[src/rtl/svm_pkg.sv]
package svm_pkg;
    localparam int unsigned CODE_W = 12;
    localparam int unsigned SEL_W  = 3;
    localparam int unsigned N_SEL  = 1 << SEL_W;

    typedef logic [CODE_W-1:0] vcode_t;
    typedef logic [SEL_W-1:0]  lsel_t;

    typedef struct packed {
        logic uv;
        logic ov;
    } flt_t;

    function automatic int unsigned low_mv(input int unsigned s);
        case (s)
            1: return 4500;
            2: return 5000;
            3: return 5500;
            4: return 6000;
            5: return 7500;
            6: return 10000;
            7: return 12500;
            default: return 0;
        endcase
    endfunction

    function automatic int unsigned high_mv(input int unsigned s);
        case (s)
            1: return 20000;
            2: return 22500;
            3: return 25000;
            4: return 27500;
            5: return 30000;
            6: return 32500;
            7: return 35000;
            default: return 0;
        endcase
    endfunction

    function automatic vcode_t mv_to_code(input int unsigned mv, input int unsigned per_lsb);
        int unsigned c;
        c = mv / per_lsb;
        if (c > (1 << CODE_W) - 1) c = (1 << CODE_W) - 1;
        return vcode_t'(c);
    endfunction
endpackage

[src/rtl/svm_limit_lut.sv]
module svm_limit_lut
    import svm_pkg::*;
#(
    parameter int unsigned MV_PER_LSB = 10,
    parameter bit          UPPER      = 1'b0
) (
    input  lsel_t  sel_i,
    output vcode_t lim_o,
    output logic   en_o
);
    vcode_t tbl [N_SEL];

    assign tbl[0] = '0;
    for (genvar g = 1; g < N_SEL; g++) begin : g_entry
        if (UPPER) begin : g_hi
            assign tbl[g] = mv_to_code(high_mv(g), MV_PER_LSB);
        end else begin : g_lo
            assign tbl[g] = mv_to_code(low_mv(g), MV_PER_LSB);
        end
    end

    assign lim_o = tbl[sel_i];
    assign en_o  = (sel_i != '0);


    always_comb begin
        if (en_o) begin
            lim_nonzero_chk: assert (lim_o != '0);
        end
    end
endmodule

[src/rtl/svm_side.sv]
module svm_side
    import svm_pkg::*;
#(
    parameter bit UPPER = 1'b0
) (
    input  logic   clk,
    input  logic   rst,
    input  logic   vld_i,
    input  vcode_t code_i,
    input  vcode_t lim_i,
    input  logic   en_i,
    input  logic   auto_i,
    input  logic   clr_i,
    output logic   fault_o
);
    logic outside;
    logic last_out;

    if (UPPER) begin : g_cmp_hi
        assign outside = en_i && (code_i > lim_i);
    end else begin : g_cmp_lo
        assign outside = en_i && (code_i < lim_i);
    end

    always_ff @(posedge clk) begin
        if (rst) begin
            fault_o  <= 1'b0;
            last_out <= 1'b0;
        end else if (vld_i) begin
            last_out <= outside;
            if (!fault_o && outside && last_out)
                fault_o <= 1'b1;
            else if (fault_o && auto_i && !outside && !last_out)
                fault_o <= 1'b0;
        end else if (clr_i && !last_out) begin
            fault_o <= 1'b0;
        end
    end


    rise_needs_sample_chk: assert property (@(posedge clk) disable iff (rst)
        $rose(fault_o) |-> $past(vld_i && en_i));


    fall_needs_release_chk: assert property (@(posedge clk) disable iff (rst)
        $fell(fault_o) |-> $past((vld_i && auto_i) || clr_i));


    disabled_quiet_chk: assert property (@(posedge clk) disable iff (rst)
        (!en_i && !fault_o) |=> !fault_o);
endmodule

[src/rtl/supply_window_monitor.sv]
module supply_window_monitor
    import svm_pkg::*;
#(
    parameter int unsigned MV_PER_LSB = 10
) (
    input  logic        clk,
    input  logic        rst,
    input  logic        smp_vld_i,
    input  logic [11:0] smp_code_i,
    input  logic [2:0]  min_sel_i,
    input  logic [2:0]  max_sel_i,
    input  logic        uv_auto_i,
    input  logic        ov_auto_i,
    input  logic        clr_flt_i,
    output logic        uv_flt_o,
    output logic        ov_flt_o,
    output logic        run_inhibit_o
);
    localparam int unsigned N_SIDE = 2;

    lsel_t  sel  [N_SIDE];
    vcode_t lim  [N_SIDE];
    logic   en   [N_SIDE];
    logic   mode [N_SIDE];
    logic   flt  [N_SIDE];
    flt_t   flags;

    assign sel[0]  = min_sel_i;
    assign sel[1]  = max_sel_i;
    assign mode[0] = uv_auto_i;
    assign mode[1] = ov_auto_i;

    for (genvar s = 0; s < N_SIDE; s++) begin : g_side
        svm_limit_lut #(.MV_PER_LSB(MV_PER_LSB), .UPPER(s == 1)) i_lut (
            .sel_i (sel[s]),
            .lim_o (lim[s]),
            .en_o  (en[s])
        );
        svm_side #(.UPPER(s == 1)) i_side (
            .clk     (clk),
            .rst     (rst),
            .vld_i   (smp_vld_i),
            .code_i  (smp_code_i),
            .lim_i   (lim[s]),
            .en_i    (en[s]),
            .auto_i  (mode[s]),
            .clr_i   (clr_flt_i),
            .fault_o (flt[s])
        );
    end

    assign flags.uv     = flt[0];
    assign flags.ov     = flt[1];
    assign uv_flt_o     = flags.uv;
    assign ov_flt_o     = flags.ov;
    assign run_inhibit_o = flags.uv | flags.ov;


    inhibit_after_sample_chk: assert property (@(posedge clk) disable iff (rst)
        $rose(run_inhibit_o) |-> $past(smp_vld_i));


    reset_clean_chk: assert property (@(posedge clk)
        $past(rst) |-> !run_inhibit_o);
endmodule

[config.mk]
export PLATFORM = sky130hd
export DESIGN_NAME = supply_window_monitor
export DESIGN_NICKNAME = d
export VERILOG_FILES = /design/src/rtl/svm_pkg.sv /design/src/rtl/svm_limit_lut.sv /design/src/rtl/svm_side.sv /design/src/rtl/supply_window_monitor.sv
export SDC_FILE = /design/constraint.sdc
export NUM_CORES = 1
export LEC_CHECK = 0
export ABC_AREA = 1
export BUFFER_PORTS_ARGS = -buffer_cell sky130_fd_sc_hd__buf_2
export CORE_MARGIN = 2
export CORE_UTILIZATION = 55
export CTS_BUF_LIST = sky130_fd_sc_hd__clkbuf_4 sky130_fd_sc_hd__clkbuf_8
export DETAILED_ROUTE_END_ITERATION = 10
export HOLD_SLACK_MARGIN = 0.05
export PLACE_DENSITY_LB_ADDON = 0.05
export SLEW_MARGIN = 30
export SYNTH_ARGS = -nofsm -noshare
export SYNTH_HDL_FRONTEND = slang
export SYNTH_SLANG_ARGS = --single-unit
export TNS_END_PERCENT = 50
[constraint.sdc]
create_clock -name clk -period 3.5 [get_ports clk]
set_input_delay 0.35 -clock clk [delete_from_list [all_inputs] [get_ports clk]]
set_output_delay 0.35 -clock clk [all_outputs]
set_load 0.005 [all_outputs]
==> results.cfg, run 1 <==
[logic_synthesis]
synth.most_common_cell = sky130_fd_sc_hd__nand2_1
synth_top_area_cell = sky130_fd_sc_hd__ha_1
synth.top_cells.by_count = 44 x sky130_fd_sc_hd__nand2_1, 32 x sky130_fd_sc_hd__ha_1, 30 x sky130_fd_sc_hd__inv_1
synth.yosys.warnings = 0
yosysSeqAreaShare_pct = 7.592
async_reset_ff_share_pct = 0
yosysUniqueCellTypes = 20
synth_enable_flop_cells = 0
synth.area.top_cells = sky130_fd_sc_hd__ha_1 38%, sky130_fd_sc_hd__nand2_1 16%, sky130_fd_sc_hd__inv_1 11%, sky130_fd_sc_hd__dfxtp_1 7.6%, sky130_fd_sc_hd__nor2_1 6.0%
syn-num-nets = 223
register_bit_count_reported_by_yosys = 4
synth_area_um2 = 1055
avgSynthCellArea_um2 = 6.316
syn-instance-count = 167
synth_top_area_share_pct = 37.96
synth_flop_cell = sky130_fd_sc_hd__dfxtp_1

[clocking]
clock-sinks = 4
h_tree_depth = 1
worstSkewPairLatency_ns = 0.24
count_of_cells_resized_by_post_cts_repair = 0
clk_slew_on_worst_s_h_paths_ns = 0.04
cts_buffers = 3
cts.hold.buffers_added = 0
clock_tree_from_tritoncts = done
max-clock-path-buffers = 2
cts-root-buf = sky130_fd_sc_hd__clkbuf_4
cts_setup_buffers = 0

[power]
internal_power_uw = 136.2
power_per_cell_area_nw_per_um2 = 185.9
share_clk_of_total_power_pct = 26.0
post-layout-total-power_uw = 230.3
switchingPower_uw = 94.10
power_frac_comb_pct = 52.9
p_seq_share_pct = 21.0
power.static_leakage_uw = 0.0007540
vdd_ir_drop_max_mv = 0.1814
power_switching_share_pct = 40.87

[critical_path]
critical_path.startpoint_type = input port
crit_path_max_fanout = 5
timing_worst_setup_path_type = in -> reg
cp-end-kind = flop
reg2reg_depth = 6
critPathArrivalTime_ns = 2.11
worst_ep_required_time_ns = 3.67

[detailed_routing]
postRouteWirelength_mm = 2.288
first_pass_iters = 4
dr.first_iter.drc_count = 16
num_vias = 1097
vias_per_cell = 4.964
drt_drc_violations_left = 0
ant_nets = 0
wl_per_cell_um = 10.35

[floorplanning]
core_region_area_um2 = 1764
design.die.area_um2 = 2284
die_w_um = 47.79
std_cell_rows = 15
start_util_pct = 59.79
die_h_um = 47.79
ios = 27

[grt]
grt_pass1_wl_mm = 3.836
first_global_vias = 968
antenna_found_initial = 0
grt_use_total_pct = 24.10
largest_net_degree_at_the_start_of_global_routing = 9
final_global_route_overflow_total = 0

[status]
outcome = finished, final reports clean

[job]
max-cap-violations = 0

[sta]
grt_setup_unrepaired = no
finalHoldViolations = 0
layout_worst_path_cycle_share_pct = 55.37
final_max_slew_viol_count = 0
timing.slew.headroom_pct = 82.36
clock_skew_ns = 0.00002198
max_freq_ghz = 0.5160
timing.final.crit_period_ns = 1.938
tightestPinTransition_ns = 0.2618
totalNegativeSetupSlack_ns = 0
final-setup-viol-count = 0

[layout]
final_layout_size_suffix_gt1_share_pct = 18.37
post-route-cell-area_um2 = 1239
final_net_count = 254
area_overhead_of_the_layout_relative_to_synthesis_pct = 17.44
number_of_antenna_cells_inserted = 0
finalCoreUtilization_pct = 70.21

[place]
place_hpwl_mm = 2.024
placed_area_um2 = 1216
io_buffer_count = 26
gp_congestion = 0.8924

[min_path]
whs_path_depth = 2
holdCritPathClass = in -> reg
==> worst max-delay path, cell delays in order <==
cell                      delay, ns
sky130_fd_sc_hd__buf_2         0.13
sky130_fd_sc_hd__inv_1         0.09
sky130_fd_sc_hd__ha_1          0.29
sky130_fd_sc_hd__nor2_1        0.14
sky130_fd_sc_hd__inv_1         0.07
sky130_fd_sc_hd__nand2_1       0.07
sky130_fd_sc_hd__ha_1          0.26
sky130_fd_sc_hd__a21oi_1       0.16
sky130_fd_sc_hd__nand3_1       0.09
sky130_fd_sc_hd__nand2_1       0.08
sky130_fd_sc_hd__nand3_2       0.10
sky130_fd_sc_hd__o21ai_2       0.12
sky130_fd_sc_hd__nand2_1       0.06
sky130_fd_sc_hd__nor2_1        0.10
==> per-layer routing <==
metal	vias up	routed length (um)	track usage (%)
met2	26	1065	40.53
met3	6	79	6.038
met5	-	0	0
met1	474	1091	29.60
met4	0	52	8.649
li1	591	-	-
==> logic make-up after synthesis <==
group / Yosys count / synth area share, %
and+or+nand+nor: 76 / 30.49
DFF: 4 / 7.592
adders and majority gates: 32 / 37.96
buffers and inverters: 31 / 11.03
AOI/OAI and AO/OA: 23 / 11.98
muxes: 1 / 0.9490
==> per-stage QoR <==
stage / instances / setup slack [ns] / hold WS [ns]
after floorplan: 167 / 1.641 / 0.4191
after global placement: 218 / 1.383 / 0.4608
after detailed placement: 218 / 1.315 / 0.5005
after CTS: 221 / 1.545 / 0.3100
after global routing: 221 / 1.361 / 0.3195
final: 221 / 1.562 / 0.3126
==> power by group through the flow <==
stage,Sequential [uW],Combinational (uW),Clock (uW)
2_1_floorplan,48.7,80.2,0
3_3_place_gp,48.8,115,0
3_5_place_dp,49.1,121,0
4_1_cts,48.3,122,61.2
5_1_grt,48.5,143,63.7
6_report,48.4,122,60.0
==> layout make-up <==
| cell class | instances | area (um^2) |
|---|---|---|
| Multi-Input combinational cell | 132 | 858.3 |
| Fill cell | 179 | 525.5 |
| Timing Repair Buffer | 26 | 130.1 |
| Inverter | 31 | 116.4 |
| Sequential cell | 4 | 80.08 |
| Tap cell | 25 | 31.28 |
| Clock buffer | 3 | 22.52 |
==> path summary, 6_finish.rpt <==
check                            startpoint                        end  slack [ns]
setup / recovery               min_sel_i[0]   g_side[0].i_side.fault_o        1.56
hold / removal                          rst  g_side[0].i_side.last_out        0.31
setup reg to reg  g_side[1].i_side.last_out   g_side[1].i_side.fault_o        2.53
hold reg to reg   g_side[0].i_side.last_out   g_side[0].i_side.fault_o        0.51
==> cells in the final DEF (no fill, tap or decap), drive strengths merged <==
| cell type | count |
|---|---|
| nand2 | 45 |
| ha | 32 |
| inv | 31 |
| buf | 26 |
| nor2 | 18 |
| a21oi | 10 |
| o21ai | 10 |
| nand3 | 9 |
| dfxtp | 4 |
| clkbuf | 3 |
| a21boi | 2 |
| or2 | 1 |
| o21a | 1 |
| mux2i | 1 |
| nand3b | 1 |
| nor3 | 1 |
| nand4 | 1 |
==> registers in the layout, indices dropped and copies added, names as in the netlist <==
register                flops
g_side.i_side.fault_o       2
g_side.i_side.last_out      2
(Power assumes the default switching activity.)
==> inputs of run 2 (changes only) <==
--- a/config.mk
+++ b/config.mk
@@ -5,10 +5,10 @@
 export SDC_FILE = /design/constraint.sdc
 export NUM_CORES = 1
 export LEC_CHECK = 0
-export ABC_AREA = 1
+export ABC_AREA = 0
 export BUFFER_PORTS_ARGS = -buffer_cell sky130_fd_sc_hd__buf_2
 export CORE_MARGIN = 2
-export CORE_UTILIZATION = 55
+export CORE_UTILIZATION = 54
 export CTS_BUF_LIST = sky130_fd_sc_hd__clkbuf_4 sky130_fd_sc_hd__clkbuf_8
 export DETAILED_ROUTE_END_ITERATION = 10
 export HOLD_SLACK_MARGIN = 0.05
==> constraint.sdc (replaced) <==
create_clock -name clk -period 1.79 [get_ports clk]
set_input_delay 0.179 -clock clk [delete_from_list [all_inputs] [get_ports clk]]
set_output_delay 0.179 -clock clk [all_outputs]
set_load 0.005 [all_outputs]
==> run 2 against run 1 <==
Sequential power up 98%. Synthesized cell count down 26%. Sequential share of layout area down 0.32 points. Largest power group unchanged.
==> results.cfg, run 2 <==
[critical_path]
crit_path_max_fanout = 5
critical_path.startpoint_type = input port
path_delay_family = compound AO/OA/AOI/OAI gates
timing_worst_setup_path_type = in -> reg
critical_path.reg2reg.startpoint = g_side[1].i_side.last_out
crit_path_from = max_sel_i[0]
cp-end-kind = flop
crit_slowest_cell = sky130_fd_sc_hd__a2111oi_2
worst-path-buf-inv = 3
critPathArrivalTime_ns = 1.75
worstPathCellList = buf_4, inv_2, ha_1, inv_2, nor2_1, ha_1, a21oi_2, o21ai_1, a2111oi_2, o32ai_1
cpPeakStageDelay_ns = 0.41
worst_ep_required_time_ns = 1.89

[layout]
top_library_cells_by_usage_in_the_layout_fill_and_taps_aside = 31 x sky130_fd_sc_hd__ha_1, 24 x sky130_fd_sc_hd__buf_2, 13 x sky130_fd_sc_hd__buf_4
final_layout_size_suffix_gt1_share_pct = 35.19
area_overhead_of_the_layout_relative_to_synthesis_pct = 30.94
number_of_antenna_cells_inserted = 0
final_common_cell = sky130_fd_sc_hd__ha_1
post-route-cell-area_um2 = 1303
final_net_count = 220
post_layout_nonfiller_instances = 187
largest_registers = g_side.i_side.fault_o x2, g_side.i_side.last_out x2

[grt]
largest_net_degree_at_the_start_of_global_routing = 11
first_global_vias = 923
grt_pass1_wl_mm = 3.381
antenna_found_initial = 0
final_global_route_overflow_total = 0
grt_use_total_pct = 20.93

[logic_synthesis]
synth.most_common_cell = sky130_fd_sc_hd__ha_1
synth_top_area_cell = sky130_fd_sc_hd__ha_1
synth.top_cells.by_count = 32 x sky130_fd_sc_hd__ha_1, 12 x sky130_fd_sc_hd__inv_1, 11 x sky130_fd_sc_hd__nor2_1
avgSynthCellArea_um2 = 8.087
synth.yosys.warnings = 0
syn-instance-count = 123
synth_flop_cell = sky130_fd_sc_hd__dfxtp_1
syn-num-nets = 179
yosysSeqAreaShare_pct = 8.050
yosysUniqueCellTypes = 34
synth.area.top_cells = sky130_fd_sc_hd__ha_1 40%, sky130_fd_sc_hd__dfxtp_1 8.1%, sky130_fd_sc_hd__inv_1 4.5%, sky130_fd_sc_hd__nor2_1 4.2%, sky130_fd_sc_hd__a21oi_2 3.5%
synth_top_area_share_pct = 40.25
synth_enable_flop_cells = 0
synth_area_um2 = 994.7
register_bit_count_reported_by_yosys = 4
async_reset_ff_share_pct = 0

[detailed_routing]
vias_per_cell = 5.599
first_pass_iters = 5
postRouteWirelength_mm = 2.174
ant_nets = 0
drt_drc_violations_left = 0
wl_per_cell_um = 11.63
dr.first_iter.drc_count = 14
num_vias = 1047

[floorplanning]
die_h_um = 46.92
ios = 27
std_cell_rows = 15
die_w_um = 46.92
core_region_area_um2 = 1727
start_util_pct = 57.61
design.die.area_um2 = 2201

[clocking]
clk_slew_on_worst_s_h_paths_ns = 0.04
cts-root-buf = sky130_fd_sc_hd__clkbuf_4
worstSkewPairLatency_ns = 0.23
h_tree_depth = 1
clock_tree_from_tritoncts = done
cts_buffers = 3
cts.hold.buffers_added = 0
max-clock-path-buffers = 2
clock-sinks = 4

[sta]
timing.final.crit_period_ns = 1.648
finalHoldViolations = 0
final.hold.worst_slack_ns = 0.2071
clock_skew_ns = 0.00002799
timing.slew.headroom_pct = 77.53
final_max_slew_viol_count = 0
final-setup-viol-count = 0
tightestPinTransition_ns = 0.3328
final_critical_path_setup_slack_ns = 0.1423
max_freq_ghz = 0.6069
layout_worst_path_cycle_share_pct = 92.05
grt_setup_unrepaired = no
totalNegativeSetupSlack_ns = 0

[place]
gp_congestion = 0.8067
place_hpwl_mm = 1.950
detailedPlace.worstSlack_ns = -0.2352
io_buffer_count = 26
placedCellCount = 182
placed_area_um2 = 1221

[power]
power.static_leakage_uw = 0.0006730
vdd_ir_drop_max_mv = 0.1563
power_per_cell_area_nw_per_um2 = 351.0

[job]
max-cap-violations = 0

[status]
outcome = finished, final reports clean

[min_path]
timing.hold.worst.start = rst
holdCritPathClass = in -> reg
## run 2: final timing paths
| check | to | slack [ns] | cells after the start |
|---|---|---|---|
| worst min-delay path | g_side[1].i_side.last_out | 0.21 | 2 |
| worst min register to register | g_side[1].i_side.last_out | 0.52 | 2 |
| worst max register to register | g_side[1].i_side.fault_o | 0.67 | 4 |
| worst max-delay path | g_side[1].i_side.last_out | 0.14 | 10 |
## run 2: timing repair
item / CTS / global route
setup endpoints to repair: 0 / 2
buffers inserted: 0 / 2
resized for setup: 0 / 15
## run 2: cell families after synthesis
family	count (synthesis)	synth area share, %
compound gates	36	25.79
fa+ha+maj	32	40.25
buf+inv	16	6.289
flops	4	8.051
mux	4	4.151
simple gates	31	15.47
## run 2: layout make-up
| type | count | area [um^2] |
|---|---|---|
| Timing Repair Buffer | 38 | 229.0 |
| Tap cell | 25 | 31.28 |
| Clock buffer | 3 | 22.52 |
| Inverter | 14 | 55.05 |
| Multi-Input combinational cell | 103 | 884.6 |
| Fill cell | 159 | 424.2 |
| Sequential cell | 4 | 80.08 |
## run 2: where the power goes
part           leakage, uW  total, uW  internal, uW  switching [uW]
clock network    0.0000138        107          74.6            32.6
registers        0.0000325       95.7          93.4            2.33
logic             0.000627        254           122             132
total             0.000673        457           290             167
## run 2: per-layer routing
layer | share of wire (%) | track usage (%)
met1 | 45 | 24.09
met2 | 49 | 40.27
met3 | 5.2 | 1.538
met4 | 1.4 | 6.667
met5 | 0 | 0
## run 2: through the flow
stage | total power [uW] | utilization (%)
final | 457.1 | 75.43
after global routing | 506.7 | 75.43
after CTS | 443.7 | 72.03
after detailed placement | 333.3 | 70.72
after global placement | 321.7 | 70.72
after floorplan | 244.5 | -
==> inputs of run 3 (changes only) <==
--- a/config.mk
+++ b/config.mk
@@ -7,8 +7,10 @@
 export LEC_CHECK = 0
 export ABC_AREA = 0
 export BUFFER_PORTS_ARGS = -buffer_cell sky130_fd_sc_hd__buf_2
+export CELL_PAD_IN_SITES_DETAIL_PLACEMENT = 1
+export CELL_PAD_IN_SITES_GLOBAL_PLACEMENT = 1
 export CORE_MARGIN = 2
-export CORE_UTILIZATION = 54
+export CORE_UTILIZATION = 39
 export CTS_BUF_LIST = sky130_fd_sc_hd__clkbuf_4 sky130_fd_sc_hd__clkbuf_8
 export DETAILED_ROUTE_END_ITERATION = 10
 export HOLD_SLACK_MARGIN = 0.05
==> constraint.sdc (replaced) <==
create_clock -name clk -period 1.79 [get_ports clk]
set_input_delay 0.179 -clock clk [delete_from_list [all_inputs] [get_ports clk]]
set_output_delay 0.179 -clock clk [all_outputs]
set_load 0.02 [all_outputs]
==> run 3 against run 2 <==
Critical path depth unchanged. Wire length up 27%. Total power up 5.6%. Sequential share of layout area up 0.054 points. Core utilization down 23 points. Register-to-register slack better by 0.03 ns. Final cell count up 1.1%. Design area down 0.86%. Die area up 35%. Critical endpoint unchanged.
==> results.cfg, run 3 (synthesis results as in run 2) <==
[detailed_routing]
num_vias = 1019
ant_nets = 0
wl_per_cell_um = 14.62
postRouteWirelength_mm = 2.763
drt_drc_violations_left = 0
dr.first_iter.drc_count = 4
first_pass_iters = 4
vias_per_cell = 5.392

[power]
power_per_cell_area_nw_per_um2 = 373.9
p_seq_share_pct = 19.8
internal_power_uw = 291.5
power_switching_share_pct = 39.62
power_frac_comb_pct = 55.5
power.static_leakage_uw = 0.0006605
switchingPower_uw = 191.3
vdd_ir_drop_max_mv = 0.3940
share_clk_of_total_power_pct = 24.6

[layout]
final_common_cell = sky130_fd_sc_hd__ha_1
top_library_cells_by_usage_in_the_layout_fill_and_taps_aside = 30 x sky130_fd_sc_hd__ha_1, 26 x sky130_fd_sc_hd__buf_2, 11 x sky130_fd_sc_hd__nor2_1
nFillCells = 323
area_overhead_of_the_layout_relative_to_synthesis_pct = 29.81
number_of_antenna_cells_inserted = 0
post-route-cell-area_um2 = 1291
largest_registers = g_side.i_side.fault_o x2, g_side.i_side.last_out x2
area.sequential_um2 = 80.08
multi_input_area_um2 = 900.9
final_net_count = 217
final_layout_size_suffix_gt1_share_pct = 34.59

[floorplanning]
core_region_area_um2 = 2455
die_h_um = 54.50
start_util_pct = 40.52
std_cell_rows = 18
die_w_um = 54.50
design.die.area_um2 = 2970
ios = 27

[critical_path]
worstPathCellList = buf_2, inv_2, ha_1, nand2_1, o21ai_0, ha_1, nand3b_1, a211oi_2, a2111oi_4, o32ai_1
timing_worst_setup_path_type = in -> reg
critPathMostFrequentCell = sky130_fd_sc_hd__ha_1
crit_path_max_fanout = 5
worst-path-buf-inv = 2
critPathArrivalTime_ns = 1.81
cpPeakStageDelay_ns = 0.32
worst_ep_required_time_ns = 1.90
cp-end-kind = flop
crit_slowest_cell = sky130_fd_sc_hd__ha_1
critical_path.startpoint_type = input port
path_delay_family = adder cells

[job]
max-cap-violations = 0

[sta]
max_freq_ghz = 0.5898
timing.slew.headroom_pct = 78.78
timing.final.crit_period_ns = 1.695
final_max_slew_viol_count = 0
layout_worst_path_cycle_share_pct = 94.72
tightestPinTransition_ns = 0.3161
final.hold.worst_slack_ns = 0.1924
finalHoldViolations = 0
final-setup-viol-count = 0
clock_skew_ns = 0.00004122

[clocking]
cts-root-buf = sky130_fd_sc_hd__clkbuf_4
clock_tree_from_tritoncts = done
clk_slew_on_worst_s_h_paths_ns = 0.04
clock-sinks = 4
worstSkewPairLatency_ns = 0.24
h_tree_depth = 1
cts_buffers = 3
cts_setup_buffers = 0
max-clock-path-buffers = 2

[grt]
final_global_route_overflow_total = 0
grt_pass1_wl_mm = 4.291
antenna_found_initial = 0
largest_net_degree_at_the_start_of_global_routing = 11
first_global_vias = 981
grt_use_total_pct = 20.33

[place]
io_buffer_count = 26
placed_area_um2 = 1220
place_hpwl_mm = 2.358
gp_congestion = 0.7158

[status]
outcome = finished, final reports clean

[min_path]
holdCritPathClass = in -> reg
## run 3: layout make-up
class                   count  share of cell area, %
multi-input cells         103                  69.77
flip-flops and latches      4                  6.202
well taps                  30                  2.907
repair buffers             35                  15.31
clock buffers               3                  1.744
inverters                  14                  4.070
## run 3: worst register-to-register path, stage by stage, from the launching register on
cell	delay (ns)
sky130_fd_sc_hd__dfxtp_1	0.34
sky130_fd_sc_hd__inv_1	0.06
sky130_fd_sc_hd__a311oi_1	0.34
sky130_fd_sc_hd__o311ai_0	0.18
sky130_fd_sc_hd__o21ai_0	0.10
## run 3: timing repair
action / CTS / global route
resized for setup: 1 / 9
setup endpoints to repair: 2 / 2
hold buffers: 0 / 0
pin swaps: 2 / 4
## run 3: final timing paths
check                                          startpoint  slack, ns                        end  cells past startpoint
worst max-delay path                         max_sel_i[0]       0.09  g_side[1].i_side.last_out                     10
worst min-delay path                                  rst       0.19  g_side[1].i_side.last_out                      2
worst max register to register  g_side[1].i_side.last_out       0.70   g_side[1].i_side.fault_o                      4
worst min register to register  g_side[1].i_side.last_out       0.53  g_side[1].i_side.last_out                      2
## run 3: per-layer routing
layer	track usage [%]	routed length [um]	vias to the layer above
li1	-	-	528
met1	25.73	1291	477
met2	36.14	1383	14
met3	5.738	88	0
met4	0	0	0
met5	0	0	-
## run 3: through the flow
step	worst slack (ns)	power [uW]	cells	util, %	TNS [ns]
2_1_floorplan	0.08512	245.3	123	-	0
3_3_place_gp	-0.2090	328.0	186	49.69	-0.5033
3_5_place_dp	-0.3206	344.4	186	49.69	-0.8332
4_1_cts	0.0002878	465.7	189	50.61	0
5_1_grt	-0.007787	529.3	189	52.60	-0.007787
6_report	0.09458	482.8	189	52.60	0
## run 3: power by group through the flow
stage	clock network (uW)	registers (uW)	logic, uW
5_1_grt	128	96.2	305
6_report	119	95.8	268
3_3_place_gp	0	97.0	231
2_1_floorplan	0	97.0	148
4_1_cts	121	95.8	249
3_5_place_dp	0	97.2	247
